`config.mk`:
```
export PLATFORM = sky130hd
export DESIGN_NAME = vil_top
export DESIGN_NICKNAME = d
export VERILOG_FILES = /design/src/rtl/vil_pkg.sv /design/src/rtl/vil_edge.sv /design/src/rtl/vil_remap.sv /design/src/rtl/vil_latch.sv /design/src/rtl/vil_top.sv
export SDC_FILE = /design/constraint.sdc
export NUM_CORES = 1
export LEC_CHECK = 0
export ABC_CLOCK_PERIOD_IN_PS = 1600
export CAP_MARGIN = 25
export CORE_UTILIZATION = 30
export DETAILED_ROUTE_END_ITERATION = 10
export PLACE_DENSITY_LB_ADDON = 0.1
export SYNTH_ARGS = -nofsm -noshare
export SYNTH_HDL_FRONTEND = slang
export SYNTH_HIERARCHICAL = 1
export SYNTH_SLANG_ARGS = --single-unit
```
`constraint.sdc`:
```
create_clock -name clk -period 1.6 [get_ports clk]
set_input_delay 0.32 -clock clk [delete_from_list [all_inputs] [get_ports clk]]
set_output_delay 0.32 -clock clk [all_outputs]
set_load 0.01 [all_outputs]
```
`src/rtl/vil_pkg.sv`:
```
package vil_pkg;
  localparam int VEC_W   = 6;
  localparam int TAG_W   = 5;
  localparam logic [TAG_W-1:0] VEC_TAG = 5'h1F;

  function automatic logic line_mapped(input int idx);
    case (idx)
      1, 4, 6, 7, 12: line_mapped = 1'b1;
      default:        line_mapped = 1'b0;
    endcase
  endfunction

  function automatic logic [VEC_W-1:0] line_vector(input int idx);
    case (idx)
      1:       line_vector = 6'h29;
      4:       line_vector = 6'h2B;
      6:       line_vector = 6'h27;
      7:       line_vector = 6'h22;
      12:      line_vector = 6'h2A;
      default: line_vector = '0;
    endcase
  endfunction
endpackage

```
`src/rtl/vil_edge.sv`:
```
module vil_edge #(
  parameter int N_LINES = 16
) (
  input  logic               clk,
  input  logic               rst,
  input  logic [N_LINES-1:0] lines_i,
  output logic [N_LINES-1:0] rise_o,
  output logic [N_LINES-1:0] fall_o
);
  logic [N_LINES-1:0] prev_q;

  always_ff @(posedge clk) begin
    if (rst) prev_q <= '0;
    else     prev_q <= lines_i;
  end

  assign rise_o = lines_i & ~prev_q;
  assign fall_o = ~lines_i & prev_q;
endmodule

```
`src/rtl/vil_remap.sv`:
```
module vil_remap #(
  parameter int N_LINES = 16,
  localparam int IDX_W = (N_LINES > 1) ? $clog2(N_LINES) : 1
) (
  input  logic                     clk,
  input  logic                     rst,
  input  logic [N_LINES-1:0]       rise_i,
  output logic                     hit_o,
  output logic [IDX_W-1:0]         win_idx_o,
  output logic [vil_pkg::VEC_W-1:0] win_vec_o
);
  logic [N_LINES-1:0]         mapped;
  logic [vil_pkg::VEC_W-1:0]  vec_tab [N_LINES];
  logic [N_LINES-1:0]         cand;

  for (genvar g = 0; g < N_LINES; g++) begin : g_tab
    assign mapped[g]  = vil_pkg::line_mapped(g);
    assign vec_tab[g] = vil_pkg::line_vector(g);
  end

  assign cand = rise_i & mapped;

  always_comb begin
    hit_o     = 1'b0;
    win_idx_o = '0;
    win_vec_o = '0;
    for (int i = N_LINES - 1; i >= 0; i--) begin
      if (cand[i]) begin
        hit_o     = 1'b1;
        win_idx_o = IDX_W'(i);
        win_vec_o = vec_tab[i];
      end
    end
  end

  logic [N_LINES-1:0] below_mask;
  assign below_mask = (N_LINES'(1) << win_idx_o) - N_LINES'(1);

  AST_WIN_LOWEST: assert property (@(posedge clk) disable iff (rst)
    hit_o |-> (cand[win_idx_o] && ((cand & below_mask) == '0)));

  AST_NO_UNMAPPED: assert property (@(posedge clk) disable iff (rst)
    ((rise_i & mapped) == '0) |-> !hit_o);
endmodule

```
`src/rtl/vil_latch.sv`:
```
module vil_latch #(
  parameter int N_LINES = 16,
  parameter int DATA_W  = 64,
  parameter int TT_W    = 9,
  parameter logic [TT_W-1:0] TT_VEC = 9'h060,
  localparam int IDX_W = (N_LINES > 1) ? $clog2(N_LINES) : 1
) (
  input  logic                      clk,
  input  logic                      rst,
  input  logic [N_LINES-1:0]        fall_i,
  input  logic                      hit_i,
  input  logic [IDX_W-1:0]          win_idx_i,
  input  logic [vil_pkg::VEC_W-1:0] win_vec_i,
  output logic                      pend_o,
  output logic                      req_o,
  output logic [TT_W-1:0]           tt_o,
  output logic [DATA_W-1:0]         d0_o,
  output logic [DATA_W-1:0]         d1_o,
  output logic [DATA_W-1:0]         d2_o
);
  localparam int SHIFT = vil_pkg::VEC_W;

  logic              pend_q, req_q;
  logic [IDX_W-1:0]  src_q;
  logic [TT_W-1:0]   tt_q;
  logic [DATA_W-1:0] d0_q, d1_q, d2_q;
  logic [DATA_W-1:0] d0_new;

  assign d0_new = (DATA_W'(vil_pkg::VEC_TAG) << SHIFT) | DATA_W'(win_vec_i);

  always_ff @(posedge clk) begin
    if (rst) begin
      pend_q <= 1'b0;
      req_q  <= 1'b0;
      src_q  <= '0;
      tt_q   <= '0;
      d0_q   <= '0;
      d1_q   <= '0;
      d2_q   <= '0;
    end else if (pend_q) begin
      if (fall_i[src_q]) begin
        pend_q <= 1'b0;
        req_q  <= 1'b0;
      end
    end else if (hit_i) begin
      pend_q <= 1'b1;
      req_q  <= 1'b1;
      src_q  <= win_idx_i;
      tt_q   <= TT_VEC;
      d0_q   <= d0_new;
      d1_q   <= '0;
      d2_q   <= '0;
    end
  end

  assign pend_o = pend_q;
  assign req_o  = req_q;
  assign tt_o   = tt_q;
  assign d0_o   = d0_q;
  assign d1_o   = d1_q;
  assign d2_o   = d2_q;

  AST_TT_ON_RAISE: assert property (@(posedge clk) disable iff (rst)
    $rose(pend_q) |-> (tt_q == TT_VEC));

  AST_HELD_STABLE: assert property (@(posedge clk) disable iff (rst)
    (pend_q && $past(pend_q)) |-> ($stable(d0_q) && $stable(src_q)));

  AST_ZERO_WORDS: assert property (@(posedge clk) disable iff (rst)
    (d1_q == '0) && (d2_q == '0));

  AST_CLEAR_ON_SRC_FALL: assert property (@(posedge clk) disable iff (rst)
    (pend_q && fall_i[src_q]) |=> !pend_q);

  AST_KEEP_ON_OTHER: assert property (@(posedge clk) disable iff (rst)
    (pend_q && !fall_i[src_q]) |=> pend_q);

  AST_REQ_FOLLOWS: assert property (@(posedge clk) disable iff (rst)
    req_q == pend_q);
endmodule

```
`src/rtl/vil_top.sv`:
```
module vil_top #(
  parameter int N_LINES = 16,
  parameter int DATA_W  = 64,
  parameter int TT_W    = 9,
  parameter logic [TT_W-1:0] TT_VEC = 9'h060
) (
  input  logic               clk,
  input  logic               rst,
  input  logic [N_LINES-1:0] irq_lines_i,
  output logic               pending_o,
  output logic               hard_req_o,
  output logic [TT_W-1:0]    trap_type_o,
  output logic [DATA_W-1:0]  data0_o,
  output logic [DATA_W-1:0]  data1_o,
  output logic [DATA_W-1:0]  data2_o
);
  localparam int IDX_W = (N_LINES > 1) ? $clog2(N_LINES) : 1;

  logic [N_LINES-1:0]        rise, fall;
  logic                      hit;
  logic [IDX_W-1:0]          win_idx;
  logic [vil_pkg::VEC_W-1:0] win_vec;

  vil_edge #(.N_LINES(N_LINES)) u_edge (
    .clk     (clk),
    .rst     (rst),
    .lines_i (irq_lines_i),
    .rise_o  (rise),
    .fall_o  (fall)
  );

  vil_remap #(.N_LINES(N_LINES)) u_remap (
    .clk       (clk),
    .rst       (rst),
    .rise_i    (rise),
    .hit_o     (hit),
    .win_idx_o (win_idx),
    .win_vec_o (win_vec)
  );

  vil_latch #(
    .N_LINES (N_LINES),
    .DATA_W  (DATA_W),
    .TT_W    (TT_W),
    .TT_VEC  (TT_VEC)
  ) u_latch (
    .clk       (clk),
    .rst       (rst),
    .fall_i    (fall),
    .hit_i     (hit),
    .win_idx_i (win_idx),
    .win_vec_i (win_vec),
    .pend_o    (pending_o),
    .req_o     (hard_req_o),
    .tt_o      (trap_type_o),
    .d0_o      (data0_o),
    .d1_o      (data1_o),
    .d2_o      (data2_o)
  );
endmodule

```
Word-level counts from Yosys, hierarchy flattened

Index checks and enable logic that the tools add are counted.

Input bits: 18
Register bits after elaboration: 30
Word-level logic and storage cells: 39
Output and inout bits: 203

Multiplexer cells: 23
Equality and inequality tests: 1
Bitwise gates (word level): 5
$lt $le $gt $ge: 1
Reduce and logical (&&, ||, !) cells: 3

Operators by type and width:

| operator                                                                      | count |
|---|---|
| 6-bit 2-to-1 mux                                                              | 5 |
| 4-bit 2-to-1 mux                                                              | 5 |
| 16-bit AND                                                                    | 1 |
| 16-bit NOT                                                                    | 1 |
| 13-bit AND                                                                    | 1 |
| 13-bit NOT                                                                    | 1 |
| 1-bit 2-to-1 mux                                                              | 12 |
| 4-bit by 5-bit less-than comparator with 1-bit output (second input constant) | 1 |
| 1-bit binary-select mux with 4-bit select                                     | 1 |
| 2-bit AND reduction                                                           | 2 |
| 2-bit inequality test (second input constant)                                 | 1 |
| 2-bit nonzero test                                                            | 1 |
| 1-bit NOT                                                                     | 1 |

Longest topological paths before layout

Gate-level depths: netlist of run 1.

Depth after elaboration: 9
Gate-level depth with buffers: 7
Depth with buffers taken out: 6

Hierarchy

The synthesis of run 1 kept the hierarchy.

Modules (own cells, without submodules):

| module    | sequential area each (um2) | area an instance (um2) | cells each | times used |
|---|---|---|---|---|
| vil_latch | 260.2                      | 2059.5                 | 265        | 1 |
| vil_edge  | 320.3                      | 664.4                  | 65         | 1 |
| vil_remap | 0.0                        | 103.8                  | 16         | 1 |

Worst setup path after synthesis of run 1

Ideal clock, no wire load.

Kind: input port to flip-flop
From: in irq_lines_i[1]
To: reg u_latch.d0_q[1] (netlist: u_latch/d0_o[1])
Required time: 1530 ps
Data arrival time: 1520 ps
Path buffers: 1
Stages on the path: 7
Setup slack: 9 ps
Setup time: 70 ps
Cells stage by stage: nor2b_1 > nor4_2 > nand2b_1 > nor2b_1 > clkbuf_1 > nand2_1 > a21oi_1

Longest elaborated chain between the ends: 3
Elaborated cells on any way between the ends: 4
Classes of those cells: mux (2); bitwise (1); reduce/logical (1)

Ends and longest elaborated chain:

| item                          | line            | source |
|---|---|---|
| start, declared               | vil_top.sv:9    | `input logic [N_LINES-1:0] irq_lines_i,` |
| 13-bit AND                    | vil_edge.sv:17  | `assign rise_o = lines_i & ~prev_q;` |
| 1-bit 2-to-1 mux              | vil_remap.sv:28 | `if (cand[i]) begin` |
| via hit                       | vil_top.sv:20   | `logic hit;` |
| 2-bit AND reduction (no line) | --              |  |
| end signal, assigned          | vil_latch.sv:50 | `d0_q <= d0_new;` |
| end, declared                 | vil_latch.sv:26 | `logic [DATA_W-1:0] d0_q, d1_q, d2_q;` |

The timed path passes the listed nets, and every way through them passes these cells.
A chain may end at the register's enable or synchronous reset.

Final worst setup path of run 1

From: reg, netlist name u_latch/d0_o[6]
To: out data0_o[10]

RTL lines:

| item          | line          | source |
|---|---|---|
| end, declared | vil_top.sv:13 | `output logic [DATA_W-1:0] data0_o,` |

No word-level cell between the ends.

==> results of run 1 <==
## area by class of cell
| type | instances | share of cell area [%] |
|---|---|---|
| tap | 108 | 4.887 |
| clock inverter | 1 | 0.1810 |
| clock buffer | 5 | 2.489 |
| multi-input combinational | 290 | 53.39 |
| inverter | 1 | 0.1357 |
| timing repair buffer | 51 | 17.69 |
| sequential | 29 | 21.22 |
## per-layer routing
layer	global-route usage, %	vias to the layer above
met5	0	-
met2	13.00	104
met4	2.797	0
li1	-	746
met3	2.291	4
met1	8.821	703
## power breakdown
part | total, µW | internal [µW] | switching, µW | leakage (µW)
clock | 553 | 285 | 268 | 0.0000399
sequential | 819 | 776 | 43.5 | 0.000242
combinational | 615 | 243 | 372 | 0.00119
## worst min path at each step
stage | from | endpoint | slack [ps] | depth (start not counted)
after global routing | irq_lines_i[5] | u_edge/prev_q[5]$_SDFF_PP0_ | 300 | 2
after CTS | irq_lines_i[7] | u_edge/prev_q[7]$_SDFF_PP0_ | 430 | 2
after detailed placement | u_latch/d0_o[2]$_SDFFE_PP0P_ | u_latch/d0_o[2]$_SDFFE_PP0P_ | 450 | 2
after floorplan | rst | u_latch/d0_o[0]$_SDFFE_PP0P_ | 390 | 1
after global placement | u_latch/d0_o[1]$_SDFFE_PP0P_ | u_latch/d0_o[1]$_SDFFE_PP0P_ | 450 | 2
final | irq_lines_i[5] | u_edge/prev_q[5]$_SDFF_PP0_ | 300 | 2
## sequential cells by signal (all words and copies together), names as in the netlist
signal and count:
u_edge/prev_q 16, u_latch/req_o 1, u_latch/pend_o 1, u_latch/src_q 4, u_latch/d0_o 7
## what timing repair did
action	CTS	global route
hold endpoints to repair	0	0
pin swaps	2	4
gates resized for setup	19	19
setup buffers	3	0
setup endpoints to repair	21	5
cloned	1	0
## per-stage QoR
step / cell area [µm²] / cells / hold WS (ps) / util, % / setup WS (ps)
after CTS: 2681 / 485 / 432.7 / 30.45 / 19.86
final: 2765 / 485 / 298.2 / 31.40 / 51.45
after detailed placement: 2529 / 475 / 453.8 / 28.72 / -493.2
after global routing: 2765 / 485 / 295.4 / 31.40 / -1.225
after global placement: 2529 / 475 / 452.1 / 28.72 / -410.7
after floorplan: 3461 / 522 / 389.1 / - / 9.299
## cell usage in the layout (no fill, tap or decap), types with 3 or more instances in the layout
cell,n
clkdlybuf4s50_1,21
nor2b_4,5
dfxtp_1,26
nand2b_1,3
nand2_1,20
clkbuf_8,5
and2b_2,6
buf_4,17
nor2b_2,8
conb_1,189
dlygate4sd2_1,3
nor2_1,7
a21oi_1,10
nor2b_1,20
dlymetal6s2s_1,8
==> summary.md, run 1 <==
| Metric | Value |
|---|---|
| CTS tree | `done` |
| Worst IR drop on VDD | `0.4222 mV` |
| Worst Setup End Kind | `output port` |
| CP max FO | `8` |
| WP buf/inv | `1` |
| Tcrit/Tclk final | `96.78%` |
| Largest net degree at the start of global routing | `30` |
| Post-DP HPWL | `3176 µm` |
| Rows | `34` |
| Failing checks | `DRC` |
| Worst EP required | `1280 ps` |
| Hold/Removal Path Class | `input port to register` |
| IO Port Bufs | `32` |
| Area delta synth->final | `0.2267%` |
| Wl on met1 | `1559 µm` |
| Drt pass-1 iters | `7` |
| Power per cell area | `718.7 nW/µm²` |
| R2r startpoint | `u_latch/src_q[0]$_SDFFE_PP0P_` |
| Initial Util | `31.33%` |
| Synthesized cell area | `2759 µm²` |
| Share of cells above drive strength 1 | `15.92%` |
| FF-to-FF End | `u_latch/req_o$_SDFFE_PP0P_` |
| WP data arrival | `1230 ps` |
| DRC | `18` |
| Antenna cell count | `0` |
| Htree depth | `2` |
| CTS Buf Count | `5` |
| Final net count | `396` |
| Setup crit end | `data0_o[10]` |
| I/O pins | `roughly 220` |
| Yosys warns | `6` |
| Clk buf depth | `2` |
| Final hold vios | `0` |
| Die height | `97.90 µm` |
| Slowest-stage cell, CP | `clkdlybuf4s50_1` |
| Final number of max-transition violations | `0` |
| Min Tclk post-route | `between 1500 and 2000 ps` |
| Outcome | `complete, but fails checks` |
| Post-Syn Area per Cell | `8.236 µm²` |
| Area of the multi-input gates | `1476 µm²` |
| First-pass GRT wire length | `5609 µm` |
| WL final | `4104 µm` |
| Worst setup SP type | `register` |
| Vias per inst | `3.210` |
| Setup CP Type | `register to output port` |
| Uppermost layer routed | `met4` |
| Worst-Skew Late Latency | `280 ps` |
| Skew final | `between 7 and 8 ps` |
| Initial antenna violation count | `0` |
| Fill cells | `about 950` |
| GRT Total Usage | `7.561%` |
| DRT antenna net count | `0` |
| Routed via count | `1557` |
| R2R setup slack | `90 ps` |
| Die width | `97.90 µm` |
| Cts hold-fix bufs | `0` |
| Sink Count | `29` |
| Register Area | `586.8 µm²` |
| Detailed Route Iter0 Violations | `72` |
| GPL Wtd Cong | `0.7465` |
| Vias in the first global route | `1135` |
| Root Driver | `clkbuf_8` |
| Worst Setup SP | `u_latch/d0_o[6]$_SDFFE_PP0P_` |
| Die ar. | `between 9000 and 10000 µm²` |
| GRT Residual Overflow | `0` |
| Max-Cap Viols | `0` |
| Total power | `between 1500 and 2000 µW` |
| Met3 Wirelength | `322 µm` |
| Core area | `8806 µm²` |
| Met2 WL | `2181 µm` |
| Clock transition at path regs | `60 ps` |
| CP cell instances | `clkdlybuf4s50_1` |
| Setup tns final | `0 ps` |
| R2R depth | `5` |
| CP max stage delay | `560 ps` |
| Largest delay share family, worst path | `buffers and inverters` |
| Pleak | `0.001475 µW` |
| # setup viols final | `0` |
| Drt wl/cell | `8.462 µm` |
| Worst path depth | `1` |
| Achievable Freq | `645.8 MHz` |
| Cells after Synth | `335` |
Note: power is estimated with default switching activity, not from simulation.
==> run 2: changes to the inputs <==
==> constraint.sdc (replaced) <==
create_clock -name clk -period 1.6 [get_ports clk]
set_input_delay 0.24 -clock clk [delete_from_list [all_inputs] [get_ports clk]]
set_output_delay 0.24 -clock clk [all_outputs]
set_load 0.01 [all_outputs]
==> run 2 against run 1 <==
Against the previous run: the flow still finishes with violations (DRC); global-route usage shrank 0.27 points; combinational power shrank 3.6%; clock power is essentially flat.
==> summary.md, run 2 (synthesis gave the netlist of run 1 again) <==
| Metric | Value |
|---|---|
| Worst-Skew Late Latency | `280 ps (about the same)` |
| Outcome | `complete, but fails checks` |
| GPL Wtd Cong | `0.7465 (unchanged)` |
| Vias per inst | `3.218 (+0.23%)` |
| Post-DP HPWL | `3176 µm (about the same)` |
| Unrepaired setup endpoints after global routing | `true` |
| Routed via count | `1551 (-0.39%)` |
| Worst IR drop on VDD | `0.4111 mV (-2.6%)` |
| Pre-CTS setup slack | `-404.9 ps (+88.34 ps)` |
| Final net count | `393 (-0.76%)` |
| CP cell instances | `clkdlybuf4s50_1, nor2b_1, mux4_2, inv_1, a2111oi_2, nor4_1` |
| Register Area | `584.3 µm² (-0.43%)` |
| Fin Hold WS | `256.5 ps (-41.71 ps)` |
| Initial antenna violation count | `0 (unchanged)` |
| Total power | `1964 µW (-1.2%)` |
| GRT Total Usage | `7.288% (-0.27 points)` |
| CTS Buf Count | `5 (unchanged)` |
| Cts hold-fix bufs | `0 (unchanged)` |
| Worst EP required | `1780 ps (+500 ps)` |
| DRT antenna net count | `0 (unchanged)` |
| Tcrit/Tclk final | `97.20% (+0.42 points)` |
| Highest-count cells in the layout ignoring fill and taps | `conb_1, clkdlybuf4s50_1, dfxtp_1, nor2b_1, nand2_1` |
| Core area | `8806 µm² (unchanged)` |
| IO Port Bufs | `32 (unchanged)` |
| Initial Util | `31.33% (unchanged)` |
| Largest net degree at the start of global routing | `30 (unchanged)` |
| Sink Count | `29 (unchanged)` |
| Finished layout cell area | `2674 µm² (-3.3%)` |
| Most flops, register | `u_edge/prev_q` |
| Achievable Freq | `643.0 MHz (-0.43%)` |
| Failing checks | `DRC` |
| Vias in the first global route | `1108 (-2.4%)` |
| Worst Setup End Kind | `register` |
| CP max stage delay | `510 ps (-50 ps)` |
| Detailed Route Iter0 Violations | `65 (-9.7%)` |
| Fill cells | `951 (-0.11%)` |
| Hold/Removal Path Class | `input port to register` |
| Most common cell after layout, fill and taps aside | `conb_1` |
| Skew final | `7.145 ps (-0.2731 ps)` |
| Rows | `34 (unchanged)` |
| Clk buf depth | `2 (unchanged)` |
| WP buf/inv | `2 (+1)` |
| WP data arrival | `1730 ps (+500 ps)` |
| Area of the multi-input gates | `1414 µm² (-4.2%)` |
| Htree depth | `2 (unchanged)` |
| Root Driver | `clkbuf_8` |
| First-pass GRT wire length | `5388 µm (-3.9%)` |
| GRT Residual Overflow | `0 (unchanged)` |
| Final core occ | `30.36% (-1.0 points)` |
| Share of cells above drive strength 1 | `13.64% (-2.3 points)` |
| Slowest-stage cell, CP | `clkdlybuf4s50_1` |
| I/O pins | `221 (unchanged)` |
| Pleak | `0.001373 µW (-6.9%)` |
| Clock transition at path regs | `60 ps (about the same)` |
| Drt wl/cell | `8.228 µm (-2.8%)` |
| Setup CP Type | `input port to register` |
| Die ar. | `9583 µm² (unchanged)` |
| Final hold vios | `0 (unchanged)` |
| Setup ws final | `44.72 ps (-6.723 ps)` |
| Worst setup SP type | `input port` |
| # setup viols final | `0 (unchanged)` |
| Max FFs per register | `16 (unchanged)` |
| WL final | `3966 µm (-3.4%)` |
| Drt pass-1 iters | `7 (unchanged)` |
| CTS tree | `done` |
| DRC | `18 (unchanged)` |
| Power per cell area | `734.6 nW/µm² (+2.2%)` |
| Min Tclk post-route | `1555 ps (+6.723 ps)` |
| DP Area | `2529 µm² (unchanged)` |
| Largest delay share family, worst path | `buffers and inverters` |
| Die width | `97.90 µm (unchanged)` |
| Antenna cell count | `0 (unchanged)` |
| Max-Cap Viols | `0 (unchanged)` |
| Die height | `97.90 µm (unchanged)` |
| CP max FO | `3 (-5)` |
| Final number of max-transition violations | `0 (unchanged)` |
| Area delta synth->final | `-3.084%` |
[run 2: where the power goes]
part | internal, µW | switching (µW)
registers | 776 | 40.1
clock network | 285 | 270
logic | 234 | 359
total | 1300 | 669
[run 2: layout make-up]
type / count / share of cell area, %
Clock buffer: 5 / 2.574
Clock inverter: 1 / 0.1872
Inverter: 1 / 0.1404
Multi-Input combinational cell: 290 / 52.88
Sequential cell: 29 / 21.85
Tap cell: 108 / 5.054
Timing Repair Buffer: 48 / 17.31
[run 2: what timing repair did]
item | 4_1_cts | 5_1_grt
resized for setup | 3 | 15
gates cloned | 0 | 0
pin swaps | 1 | 1
setup buffers | 1 | 0
hold endpoints to repair | 0 | 0
setup endpoints to repair | 12 | 20
[run 2: layer usage]
layer  up-vias  wire length [µm]  track usage (%)
met5         -                 0                0
met4         0                51            2.797
met3         5               372            2.577
met2       106              2050            12.19
met1       700              1492            8.515
li1        740                 -                -
[run 2: per-stage QoR]
stage | std cells | TNS [ps]
global route | 482 | -77.20
floorplan | 522 | 0
finish | 482 | 0
detailed placement | 475 | -4354
CTS | 482 | -17.08
global placement | 475 | -3765
[run 2: path summary, 6_finish.rpt]
check | from | end | slack [ps] | depth (start not counted)
worst min register to register | u_latch/d0_o[5]$_SDFFE_PP0P_ | u_latch/d0_o[5]$_SDFFE_PP0P_ | 460 | 2
worst max-delay path | irq_lines_i[4] | u_latch/pend_o$_SDFF_PP0_ | 40 | 6
worst min-delay path | irq_lines_i[7] | u_edge/prev_q[7]$_SDFF_PP0_ | 260 | 2
worst max register to register | u_latch/src_q[0]$_SDFFE_PP0P_ | u_latch/pend_o$_SDFF_PP0_ | 80 | 4
